<file path="src/rtl/strip_pkg.sv">
package strip_pkg;

  typedef enum logic [1:0] {
    PH_HDR  = 2'd0,
    PH_SYNC = 2'd1,
    PH_FILL = 2'd2,
    PH_PASS = 2'd3
  } phase_t;

  localparam logic [7:0] SYNC_BYTE   = 8'hFF;
  localparam logic [3:0] SHORT_NIB   = 4'h3;

endpackage

</file>
<file path="src/rtl/strip_hdr_walker.sv">
module strip_hdr_walker #(
  parameter int DW         = 8,
  parameter int PREFIX_LEN = 15,
  parameter int NUM_FIELDS = 4,
  parameter int FIELD_XTRA = 2
) (
  input  logic          clk,
  input  logic          rst,
  input  logic          take,
  input  logic [DW-1:0] data,
  output logic          last
);
  localparam int PW = $clog2(PREFIX_LEN + 2);
  localparam int RW = DW + 1;
  localparam int FW = (NUM_FIELDS > 1) ? $clog2(NUM_FIELDS) : 1;

  logic [PW-1:0] pre_cnt;
  logic          pre_done;
  logic          in_body;
  logic [RW-1:0] rem;
  logic [FW-1:0] fld;

  assign pre_done = (pre_cnt == PW'(PREFIX_LEN));
  assign last     = take && pre_done && in_body && (rem == RW'(1)) &&
                    (fld == FW'(NUM_FIELDS - 1));

  always_ff @(posedge clk) begin
    if (rst) begin
      pre_cnt <= '0;
      in_body <= 1'b0;
      rem     <= '0;
      fld     <= '0;
    end else if (take) begin
      if (!pre_done) begin
        pre_cnt <= pre_cnt + PW'(1);
      end else if (!in_body) begin
        rem     <= {1'b0, data} + RW'(FIELD_XTRA);
        in_body <= 1'b1;
      end else begin
        rem <= rem - RW'(1);
        if (rem == RW'(1)) begin
          in_body <= 1'b0;
          fld     <= fld + FW'(1);
        end
      end
    end
  end

  AST_PREFIX_BOUND: assert property (@(posedge clk) disable iff (rst)
    pre_cnt <= PW'(PREFIX_LEN)) else $error("prefix counter overrun");

  AST_BODY_NONZERO: assert property (@(posedge clk) disable iff (rst)
    in_body |-> rem != '0) else $error("field body with zero remaining");

endmodule

</file>
<file path="src/rtl/strip_sync_finder.sv">
module strip_sync_finder
  import strip_pkg::*;
#(
  parameter int DW       = 8,
  parameter int LONG_RUN = 4
) (
  input  logic          clk,
  input  logic          rst,
  input  logic          take,
  input  logic [DW-1:0] data,
  input  logic          long_mode,
  output logic          hit
);
  localparam int RUNW = $clog2(LONG_RUN + 1);
  localparam logic [RUNW-1:0] RUN_TOP = RUNW'(LONG_RUN - 1);

  logic [RUNW-1:0] run;
  logic            is_ff;
  logic            short_hit;
  logic            long_hit;

  assign is_ff     = (data == SYNC_BYTE);
  assign short_hit = (run != '0) && (data[DW-1:DW-4] == SHORT_NIB);
  assign long_hit  = is_ff && (run == RUN_TOP);
  assign hit       = take && (long_mode ? long_hit : short_hit);

  always_ff @(posedge clk) begin
    if (rst) begin
      run <= '0;
    end else if (take) begin
      if (!is_ff)               run <= '0;
      else if (run != RUN_TOP)  run <= run + RUNW'(1);
    end
  end

  AST_RUN_CAP: assert property (@(posedge clk) disable iff (rst)
    run <= RUN_TOP) else $error("0xFF run counter beyond cap");

  AST_RUN_BREAK: assert property (@(posedge clk) disable iff (rst)
    take && !is_ff |=> run == '0) else $error("run survived non-FF byte");

endmodule

</file>
<file path="src/rtl/strip_out_stage.sv">
module strip_out_stage #(
  parameter int DW = 8
) (
  input  logic          clk,
  input  logic          rst,
  input  logic          load,
  input  logic [DW-1:0] din,
  input  logic          ready_dn,
  output logic          valid,
  output logic [DW-1:0] dout,
  output logic          free
);
  assign free = !valid || ready_dn;

  always_ff @(posedge clk) begin
    if (rst) begin
      valid <= 1'b0;
      dout  <= '0;
    end else if (load) begin
      valid <= 1'b1;
      dout  <= din;
    end else if (ready_dn) begin
      valid <= 1'b0;
    end
  end

  AST_OUT_HOLD: assert property (@(posedge clk) disable iff (rst)
    valid && !ready_dn |=> valid && $stable(dout)) else $error("output changed while stalled");

  AST_NO_OVERWRITE: assert property (@(posedge clk) disable iff (rst)
    load |-> free) else $error("load into occupied output slot");

endmodule

</file>
<file path="src/rtl/cfg_stream_stripper.sv">
module cfg_stream_stripper
  import strip_pkg::*;
#(
  parameter int DW         = 8,
  parameter int PREFIX_LEN = 15,
  parameter int NUM_FIELDS = 4,
  parameter int LONG_RUN   = 4
) (
  input  logic          clk,
  input  logic          rst,
  input  logic          sof,
  input  logic          long_sync,
  input  logic          in_valid,
  input  logic [DW-1:0] in_data,
  output logic          in_ready,
  output logic          out_valid,
  output logic [DW-1:0] out_data,
  input  logic          out_ready,
  output logic          found
);
  localparam int FCW = $clog2(LONG_RUN + 1);

  phase_t         phase;
  logic [FCW-1:0] fill_left;
  logic           clr;
  logic           acc;
  logic           slot_free;
  logic           load;
  logic [DW-1:0]  load_data;
  logic           hdr_last;
  logic           sync_hit;

  assign clr = rst || sof;

  always_comb begin
    in_ready = 1'b0;
    if (!sof) begin
      case (phase)
        PH_HDR, PH_SYNC: in_ready = 1'b1;
        PH_PASS:         in_ready = slot_free;
        default:         in_ready = 1'b0;
      endcase
    end
  end

  assign acc       = in_valid && in_ready;
  assign load      = ((phase == PH_FILL) && slot_free) || ((phase == PH_PASS) && acc);
  assign load_data = (phase == PH_FILL) ? SYNC_BYTE : in_data;

  strip_hdr_walker #(
    .DW(DW), .PREFIX_LEN(PREFIX_LEN), .NUM_FIELDS(NUM_FIELDS), .FIELD_XTRA(2)
  ) u_walker (
    .clk(clk), .rst(clr), .take(acc && (phase == PH_HDR)),
    .data(in_data), .last(hdr_last)
  );

  strip_sync_finder #(
    .DW(DW), .LONG_RUN(LONG_RUN)
  ) u_finder (
    .clk(clk), .rst(clr), .take(acc && (phase == PH_SYNC)),
    .data(in_data), .long_mode(long_sync), .hit(sync_hit)
  );

  strip_out_stage #(
    .DW(DW)
  ) u_out (
    .clk(clk), .rst(clr), .load(load), .din(load_data), .ready_dn(out_ready),
    .valid(out_valid), .dout(out_data), .free(slot_free)
  );

  always_ff @(posedge clk) begin
    if (clr) begin
      phase     <= PH_HDR;
      fill_left <= '0;
      found     <= 1'b0;
    end else begin
      if (load) found <= 1'b1;
      case (phase)
        PH_HDR: if (hdr_last) phase <= PH_SYNC;
        PH_SYNC: begin
          if (sync_hit) begin
            if (long_sync) begin
              phase     <= PH_FILL;
              fill_left <= FCW'(LONG_RUN);
            end else begin
              phase <= PH_PASS;
            end
          end
        end
        PH_FILL: begin
          if (slot_free) begin
            fill_left <= fill_left - FCW'(1);
            if (fill_left == FCW'(1)) phase <= PH_PASS;
          end
        end
        default: ;
      endcase
    end
  end

  AST_HDR_QUIET: assert property (@(posedge clk) disable iff (clr)
    phase == PH_HDR |-> !out_valid) else $error("output during header");

  AST_FOUND_STICKY: assert property (@(posedge clk) disable iff (clr)
    found |=> found) else $error("found dropped without restart");

  AST_FOUND_WITH_DATA: assert property (@(posedge clk) disable iff (clr)
    out_valid |-> found) else $error("payload shown without found");

  AST_FILL_STALL: assert property (@(posedge clk) disable iff (clr)
    phase == PH_FILL |-> !in_ready) else $error("input taken during preamble replay");

  AST_SOF_BLOCK: assert property (@(posedge clk) disable iff (rst)
    sof |-> !in_ready) else $error("input taken during restart");

endmodule

</file>
<file path="config.mk">
export PLATFORM = sky130hd
export DESIGN_NAME = cfg_stream_stripper
export DESIGN_NICKNAME = d
export VERILOG_FILES = /design/src/rtl/strip_pkg.sv /design/src/rtl/strip_hdr_walker.sv /design/src/rtl/strip_sync_finder.sv /design/src/rtl/strip_out_stage.sv /design/src/rtl/cfg_stream_stripper.sv
export SDC_FILE = /design/constraint.sdc
export NUM_CORES = 1
export LEC_CHECK = 0
export BUFFER_PORTS_ARGS = -buffer_cell sky130_fd_sc_hd__clkbuf_2
export CORE_UTILIZATION = 30
export DETAILED_ROUTE_END_ITERATION = 7
export HOLD_SLACK_MARGIN = 0.08
export SETUP_SLACK_MARGIN = 0.3
export SLEW_MARGIN = 20
export SYNTH_ARGS = -nofsm -noshare
export SYNTH_HDL_FRONTEND = slang
export SYNTH_SLANG_ARGS = --single-unit
</file>
<file path="constraint.sdc">
create_clock -name clk -period 5 [get_ports clk]
set_input_delay 1 -clock clk [delete_from_list [all_inputs] [get_ports clk]]
set_output_delay 1 -clock clk [all_outputs]
set_load 0.005 [all_outputs]
</file>
==> flow_summary.ini, run 1 <==
[run_status]
status = finished with violations
violations = design-rule violations

[clock_network]
cts_tree = yes
worstSkewPairLatency_ns = 0.29
clk_path_buf_depth = 2
post_cts_resized = 0
cts-root-buf = clkbuf_8
postCtsSetupBuffers = 0
cts_inserted_buffers = 5
cts_sinks = 35
clk_pin_slew_worst_paths_ns = 0.06
ctsHoldBuffers = 0
htreeDepth = 2

[route]
first_iter_violations = 72
route.detailed.drc = 4
firstDrtPassIters = 6
wl_per_cell_um = 13.6
via_per_inst = 5.21
wirelength_um = 4530
ant_nets = 0
via_count = 1730

[power_and_ir_drop]
cellLeakagePower_nw = 0.900
clock_power_share_pct = 49.5
p_total_uw = 614
p_sw_uw = 124
switching_share_pct = 20.2
seqPwrFrac_pct = 45.5
p_int_uw = 490
power_density_mw_per_mm2 = 264
combPwrFrac_pct = 5.0
ir_worst_vdd_v = 0.000127

[timing]
hold_viol = 0
fin_tns_setup_ns = 0
fin_skew_ns = 0.00944
period_share_pct = 56.3
fin_crit_ns = 2.81
rsz0062_at_grt = no
hold_ws_ns = 0.467
slew_violations = 0
worst_pin_slew_ns = 0.860
fmax_mhz = 355
setup_viol = 0
slew_headroom_pct = 42.6

[placement]
dpl-instance-area_mm2 = 0.00219
dpl.cell_count = 324
dp_hpwl_um = 3310
port_buffers = 24
globalplace.congestion = 0.761

[die]
core_area_mm2 = 0.00642
ios = 25
fp.dieW_um = 84.2
dieArea_mm2 = 0.00708
rows = 29
die_height_um = 84.2
start_util_pct = 31.5

[synth]
synth_edf_count = 0
netlist_instances = 234
synth_cell_types = 48
ys_warn_count = 0
synth_seq_area_share_pct = 34.6
syn_avg_cell_area_um2 = 8.66
ys.flop_type = dfxtp_1
synth.top_cell.area_share_pct = 34.6
synthArstFlopShare_pct = 0
syn-num-nets = 264
synth_top_cell_by_area = dfxtp_1
syn_area_mm2 = 0.00203
synthTopCellsByArea = dfxtp_1, ha_1, o221a_2
synth-seq-cells = 35

[worst_setup_path]
crit-reg2reg-launch = phase[0]$_SDFFE_PP0P_
path_common_cell = clkbuf_2
path_cells = clkbuf_2 -> nand2b_1 -> a211oi_1 -> nor3_1 -> clkbuf_2
startpoint = out_ready
endpoint_kind = output port
slowest_stage = a211oi_1
cp_slowest_stage_delay_ns = 0.30
crit_type = in2out
startpoint_type = input port
crit_fanout = 6
cp.required_ns = 4.00
arrival_ns = 1.81

[final_layout]
fin_area_mm2 = 0.00233
fin_nets = 284
layout_commonest_cell = dfxtp_1
area_delta_synth_final_pct = 14.9
num_antenna_cells = 0
drive_gt1_share_pct = 20.0
fin_cells = 332
mostFrequentLayoutCells = dfxtp_1, clkbuf_2, a21oi_1

[global_route]
antenna_found_initial = 0
grt_pass1_vias = 1645
grt_pass1_wl_um = 7850
grt_max_degree = 24
gr-usage-all-layers_pct = 14.0
grt_overflow_total = 0

[hold_path]
min_path_type = reg2reg
min_from = fill_left[1]$_SDFFE_PP0P_

[run]
drv_cap = 0
-- area by class of cell --
class                           instances  area (µm²)
Fill cell                             675        4100
Multi-Input combinational cell        174        1220
Sequential cell                        35         701
Timing Repair Buffer                   24         120
Tap cell                               77        96.3
Clock buffer                            6        72.6
Clock inverter                          2        60.1
Inverter                               14        52.6
-- sequential cells by signal, summed over array words and instances, names as in the netlist --
signal,cells
fill_left,3
found,1
phase,2
u_finder.run,3
u_out.dout,8
u_out.valid,1
u_walker.fld,2
u_walker.in_body,1
u_walker.pre_cnt,5
u_walker.rem,9
-- power by group through the flow --
stage / sequential [mW] / combinational [mW] / clock, mW
2_1_floorplan: 0.286 / 0.0168 / 0
3_3_place_gp: 0.286 / 0.0312 / 0
3_5_place_dp: 0.286 / 0.0315 / 0
4_1_cts: 0.279 / 0.0316 / 0.313
5_1_grt: 0.279 / 0.0345 / 0.324
6_report: 0.279 / 0.0309 / 0.304
-- metrics by stage --
step	util (%)	worst slack [ns]
2_1_floorplan	-	2.49
6_report	36.2	2.19
5_1_grt	36.2	2.08
4_1_cts	36.2	2.19
3_3_place_gp	34.2	2.20
3_5_place_dp	34.2	2.19
-- per-layer routing --
metal	part of all wire [%]	up-vias	global-route usage (%)
met3	3.0	8	3.15
met4	1.9	0	6.11
met1	52	806	18.8
met2	43	30	21.5
li1	-	886	-
met5	0	-	0
-- logic make-up (layout without fill, tap and decap cells) --
family                     after synthesis  in the layout  synth area share (%)
AOI/OAI and AO/OA                       65             65                  23.8
xor gates and xnor gates                 8              8                  3.46
DFF                                     35             35                  34.6
muxes                                    2              2                 0.988
adders and majority gates               16             16                  9.88
buffers and inverters                   25             46                  4.94
and+or+nand+nor                         83             83                  22.3
-- worst max-delay path: cells and delay by family --
family / cells / cell delay [ns]
buf+inv: 2 / 0.20
compound gates: 1 / 0.30
simple gates: 2 / 0.31
-- final timing paths --
path / slack [ns] / depth (start not counted) / to
setup / recovery: 2.19 / 5 / in_ready
hold reg to reg: 0.47 / 2 / fill_left[1]$_SDFFE_PP0P_
setup reg to reg: 2.63 / 7 / u_walker.rem[8]$_SDFFE_PP0N_
hold / removal: 0.47 / 2 / fill_left[1]$_SDFFE_PP0P_
-- synthesized netlist by cell type, drive strengths merged (2+ instances only) --
library cell	count
dfxtp	35
a21oi	22
nor2	20
nand2	19
ha	16
inv	14
o21ai	11
o221a	10
nand3	8
clkbuf	6
nor3	6
buf	5
nand2b	5
nand4	4
nor2b	4
xnor2	4
xor2	4
a211oi	3
a22oi	3
and3	3
nand3b	3
o31ai	3
or3	3
mux2i	2
nor4	2
nor4bb	2
o211ai	2
o2bb2ai	2
Power figures use the tool's default switching activity.
==> run 2: changes to the inputs <==
Settings changed: ABC_AREA set to 1.
Clock period 5 ns to 2.3 ns, I/O delays scaled along.
==> run 2 against run 1 <==
Net effect: the flow now finishes without violations; sequential cell count is the same; hold slack lost 0.020 ns; largest cell class unchanged; die area shrank 3.9%; synthesized cell count grew 12%; area after synthesis shrank 4.0%; power grew 100%; clock skew grew 0.0037 ns; global-route usage grew 0.55 points.
==> flow_summary.ini, run 2 <==
[synth]
synth_edf_count = 0
synth.top_cell.area_share_pct = 36.0
netlist_instances = 263
synth_compound_area_share_pct = 19.4
muxShareOfSynthArea_pct = 0
post-synth-top-count-cell = inv_1
synth_top_cell_by_area = dfxtp_1
synth_top_family_by_area = simple AND/OR/NAND/NOR gates
synth_cell_types = 25
synthSimpleGateAreaFrac_pct = 20.7
synth-seq-cells = 35
ys_warn_count = 0
synth_xor_area_share_pct = 4.50
syn-num-nets = 293
ys.flop_type = dfxtp_1
syn_avg_cell_area_um2 = 7.39
synthTopCellsByArea = dfxtp_1, ha_1, inv_1
yosys.area_share.adder_pct = 10.3
syn_area_mm2 = 0.00194
synth_seq_area_share_pct = 36.0
synthArstFlopShare_pct = 0
yosys-top-cells-count = inv_1, nand2_1, dfxtp_1, nor2_1

[timing]
fmax_mhz = 535
hold_viol = 0
fin_crit_ns = 1.87
setup_ws_ns = 0.430
period_share_pct = 81.3
slew_headroom_pct = 70.9
worst_pin_slew_ns = 0.436
hold_ws_ns = 0.447
fin_tns_setup_ns = 0
fin_skew_ns = 0.0131
setup_viol = 0
rsz0062_at_grt = yes
slew_violations = 0

[final_layout]
top_regs = u_walker.rem (9), u_out.dout (8), u_walker.pre_cnt (5)
fillers = 666
largest-register = u_walker.rem
drive_gt1_share_pct = 16.2
layout_commonest_cell = inv_1
mostFrequentLayoutCells = inv_1, nand2_1, dfxtp_1
num_antenna_cells = 0
largest_reg_flops = 9
fin_nets = 321
fin_util_pct = 37.3
area_delta_synth_final_pct = 16.9
fin_cells = 366

[clock_network]
clk_pin_slew_worst_paths_ns = 0.07
clk_path_buf_depth = 2
htreeDepth = 2
postCtsSetupBuffers = 0
post_cts_resized = 0
worstSkewPairLatency_ns = 0.29
cts_inserted_buffers = 5
cts-root-buf = clkbuf_8
ctsHoldBuffers = 0
cts_sinks = 35
cts_tree = yes

[worst_setup_path]
arrival_ns = 1.41
timing.rr.end = phase[0]$_SDFFE_PP0P_
startpoint_type = register
r2r_setup_slack_ns = 0.50
crit_type = reg2out
crit_fanout = 4
crit_path_end = in_ready
startpoint = phase[0]$_SDFFE_PP0P_
endpoint_kind = output port
rr_worst_depth = 13
cp.required_ns = 1.84
crit-reg2reg-launch = u_walker.pre_cnt[0]$_SDFFE_PP0P_

[global_route]
grt_overflow_total = 0
grt_pass1_wl_um = 7300
antenna_found_initial = 0
gr-usage-all-layers_pct = 14.5
grt_max_degree = 25
grt_pass1_vias = 1560

[power_and_ir_drop]
cellLeakagePower_nw = 0.994
ir_worst_vdd_v = 0.000284
power_density_mw_per_mm2 = 542

[route]
via_per_inst = 4.73
first_iter_violations = 75
firstDrtPassIters = 4
wirelength_um = 4400
ant_nets = 0
route.detailed.drc = 0
via_count = 1731
wl_per_cell_um = 12.0

[die]
core_area_mm2 = 0.00610
start_util_pct = 31.9
fp.dieW_um = 82.5
rows = 28
die_height_um = 82.5
dieArea_mm2 = 0.00681
ios = 25

[hold_path]
min_path_type = in2reg

[placement]
port_buffers = 24
dp_slack_ns = 0.362
dp_hpwl_um = 3340
dpl.cell_count = 359
globalplace.congestion = 0.855

[run_status]
status = finished clean

[run]
drv_cap = 0
[run 2: changes by cell type in the layout (fill, tap and decap cells not counted), sizes merged, moves of 5 or more]
| cell | change |
|---|---|
| nor2 | +10 |
| inv | +24 |
| nor3 | +5 |
| nand2 | +17 |
| o221a | -8 |
| nand2b | -5 |
| o21ai | +16 |
[run 2: worst min path at each step]
stage / slack, ns / to / cells after the start / startpoint
final: 0.45 / u_out.dout[7]$_SDFFE_PP0P_ / 3 / in_data[7]
after global routing: 0.45 / u_out.dout[7]$_SDFFE_PP0P_ / 3 / in_data[7]
after CTS: 0.44 / u_out.dout[7]$_SDFFE_PP0P_ / 3 / in_data[7]
after detailed placement: 0.48 / u_walker.pre_cnt[3]$_SDFFE_PP0P_ / 2 / u_walker.pre_cnt[3]$_SDFFE_PP0P_
after global placement: 0.46 / found$_SDFFE_PP0P_ / 2 / found$_SDFFE_PP0P_
after floorplan: 0.45 / u_walker.pre_cnt[3]$_SDFFE_PP0P_ / 2 / u_walker.pre_cnt[3]$_SDFFE_PP0P_
[run 2: critical path, stage by stage (launching register included)]
cell,delay [ns]
dfxtp_2,0.36
inv_1,0.07
ha_1,0.24
nor2_1,0.11
nand2_1,0.08
nand2_1,0.11
inv_1,0.05
clkbuf_2,0.10
[run 2: logic make-up (layout without fill, tap and decap cells)]
| family | after synthesis | count (layout) |
|---|---|---|
| compound gates | 67 | 67 |
| xor+xnor | 10 | 10 |
| fa+ha+maj | 16 | 16 |
| buf+inv | 43 | 71 |
| flops | 35 | 35 |
| simple gates | 92 | 92 |
[run 2: final cells by class]
class	instances	area [µm²]	share of cell area [%]
clock buffers	5	68.8	3.03
clock inverters	2	37.5	1.65
inverters	38	143	6.28
multi-input cells	185	1090	47.9
flip-flops and latches	35	703	30.9
well taps	75	93.8	4.13
repair buffers	26	139	6.11
[run 2: metal layers]
metal	vias to the layer above	wire, µm	global-route usage [%]
li1	928	-	-
met1	764	2280	20.2
met2	31	1830	21.6
met3	8	216	2.97
met4	0	74	6.21
met5	-	0	0
[run 2: through the flow]
step	total power [mW]	cell area, µm²
2_1_floorplan	0.664	1940
3_5_place_dp	0.692	2140
6_report	1.23	2270
5_1_grt	1.28	2270
4_1_cts	1.25	2240
3_3_place_gp	0.691	2140
[run 2: power breakdown]
part	switching (mW)	internal (mW)	total (mW)
Sequential	0.00141	0.607	0.609
Clock	0.236	0.317	0.553
Combinational	0.0447	0.0247	0.0693
Total	0.282	0.949	1.23
==> run 3: changes to the inputs <==
Clock period 2.3 ns to 1.6 ns, I/O delays scaled along.
==> run 3 against run 2 <==
Net effect: the flow now finishes with violations (negative setup slack); combinational power up 130%; count of clock-buffer cells in the layout is 1 higher; non-clock buffer count up 38; core utilization is 10 points higher; hold slack got worse by 0.12 ns; highest routed layer unchanged; global-route usage up 2.9 points; sequential share of layout area is 6.4 points lower.
==> flow_summary.ini, run 3 (synthesis results as in run 2) <==
[worst_setup_path]
startpoint_type = register
endpoint_kind = register
cp_slowest_stage_delay_ns = 0.40
arrival_ns = 1.95
crit_fanout = 4
cp.required_ns = 1.78
path_cells = inv_4 -> ha_4 -> nor2_4 -> nand2_2 -> buf_6 -> nor2_4 -> buf_4 -> nand2_4 -> buf_6 -> o221a_2
slowest_stage = dfxtp_4
crit_type = reg2reg

[global_route]
grt_pass1_vias = 1845
grt_use_met1_pct = 23.4
grt-busiest-layer = met2
gr-usage-all-layers_pct = 17.4
grt_max_degree = 22
use_met3_pct = 2.86
grt_overflow_total = 0
antenna_found_initial = 0
grt_pass1_wl_um = 8820
grt.met2_usage_pct = 27.6

[final_layout]
largest_reg_flops = 9
fillers = 623
top_regs = u_walker.rem (9), u_out.dout (8), u_walker.pre_cnt (5)
drive_gt1_share_pct = 42.4
largest-register = u_walker.rem
mostFrequentLayoutCells = dfxtp_1, nand2_1, inv_1
num_antenna_cells = 0
layout_commonest_cell = dfxtp_1
fin_nets = 360
area_delta_synth_final_pct = 49.0

[timing]
fin_crit_ns = 1.78
fin_skew_ns = 0.00804
setup_ws_ns = -0.175
setup_viol = 33
period_share_pct = 111
slew_headroom_pct = 65.7
rsz0062_at_grt = yes
slew_violations = 0
hold_viol = 0
hold_ws_ns = 0.322
worst_pin_slew_ns = 0.514
fmax_mhz = 563

[hold_path]
min_path_type = in2reg

[route]
wirelength_um = 5430
firstDrtPassIters = 5
via_count = 2011
ant_nets = 0
first_iter_violations = 68
route.detailed.drc = 0
via_per_inst = 4.97
wl_per_cell_um = 13.4

[placement]
port_buffers = 24
dp_slack_ns = -0.0418
dp_hpwl_um = 3640
globalplace.congestion = 0.769

[clock_network]
clk_path_buf_depth = 2
cts_inserted_buffers = 5
worstSkewPairLatency_ns = 0.29
clk_pin_slew_worst_paths_ns = 0.07
cts-root-buf = clkbuf_8
cts_sinks = 35
ctsHoldBuffers = 0
htreeDepth = 2
cts_tree = yes

[run_status]
status = finished with violations
violations = negative setup slack

[power_and_ir_drop]
ir_worst_vdd_v = 0.000419
power_density_mw_per_mm2 = 588
p_total_mw = 1.70
cellLeakagePower_nw = 1.23

[die]
start_util_pct = 31.9
die_height_um = 82.5
ios = 25
rows = 28
fp.dieW_um = 82.5
dieArea_mm2 = 0.00681
core_area_mm2 = 0.00610

[run]
drv_cap = 0
## run 3: cell types whose count changed in the layout (fill, tap and decap cells not counted), sizes merged
cell / delta
clkinv: +1
clkbuf: +1
bufinv: -1
clkinvlp: +1
inv: -2
buf: +38
o21ai: +1
## run 3: final cells by class
| cell class | instances | area (µm²) | share of cell area, % |
|---|---|---|---|
| flip-flops and latches | 35 | 711 | 24.5 |
| clock buffers | 6 | 82.6 | 2.85 |
| repair buffers | 64 | 487 | 16.8 |
| clock inverters | 1 | 5.00 | 0.173 |
| well taps | 75 | 93.8 | 3.24 |
| multi-input cells | 186 | 1360 | 46.9 |
| inverters | 38 | 160 | 5.53 |
## run 3: metrics by stage
step | std cells | util [%] | instance area [µm²] | TNS, ns
6_report | 405 | 47.5 | 2900 | -2.96
5_1_grt | 405 | 47.5 | 2900 | -5.56
4_1_cts | 400 | 45.3 | 2760 | -1.13
3_5_place_dp | 381 | 39.5 | 2410 | -0.206
3_3_place_gp | 381 | 39.5 | 2410 | -0.0430
2_1_floorplan | 263 | - | 2020 | 0
## run 3: path summary, 6_finish.rpt
kind / start / endpoint / slack [ns] / cells past startpoint
worst max register to register: phase[0]$_SDFFE_PP0P_ / u_out.dout[2]$_SDFFE_PP0P_ / -0.18 / 10
worst min register to register: found$_SDFFE_PP0P_ / found$_SDFFE_PP0P_ / 0.47 / 2
worst min-delay path: in_data[0] / u_walker.rem[0]$_SDFFE_PP0N_ / 0.32 / 3
worst max-delay path: phase[0]$_SDFFE_PP0P_ / u_out.dout[2]$_SDFFE_PP0P_ / -0.18 / 10
## run 3: repair_timing
action	4_1_cts	5_1_grt
setup buffers	11	5
setup endpoints to repair	36	36
gates cloned	1	0
pin swaps	17	16
resized for setup	60	25
## run 3: critical path: cells and delay by family (launching register included)
| kind | cells | cell delay [ns] |
|---|---|---|
| buf+inv | 4 | 0.45 |
| flops | 1 | 0.40 |
| fa+ha+maj | 1 | 0.17 |
| compound gates | 1 | 0.26 |
| simple gates | 4 | 0.39 |
## run 3: routing by layer
layer	vias up	routed length [µm]
met5	-	0
met3	11	298
met1	929	2500
met2	60	2500
li1	1011	-
met4	0	123
## run 3: report_power, final
group          internal [mW]  total (mW)  switching, mW
clock network          0.338       0.669          0.331
logic                 0.0747       0.162         0.0874
registers              0.870       0.871        0.00138
total                   1.28        1.70          0.420
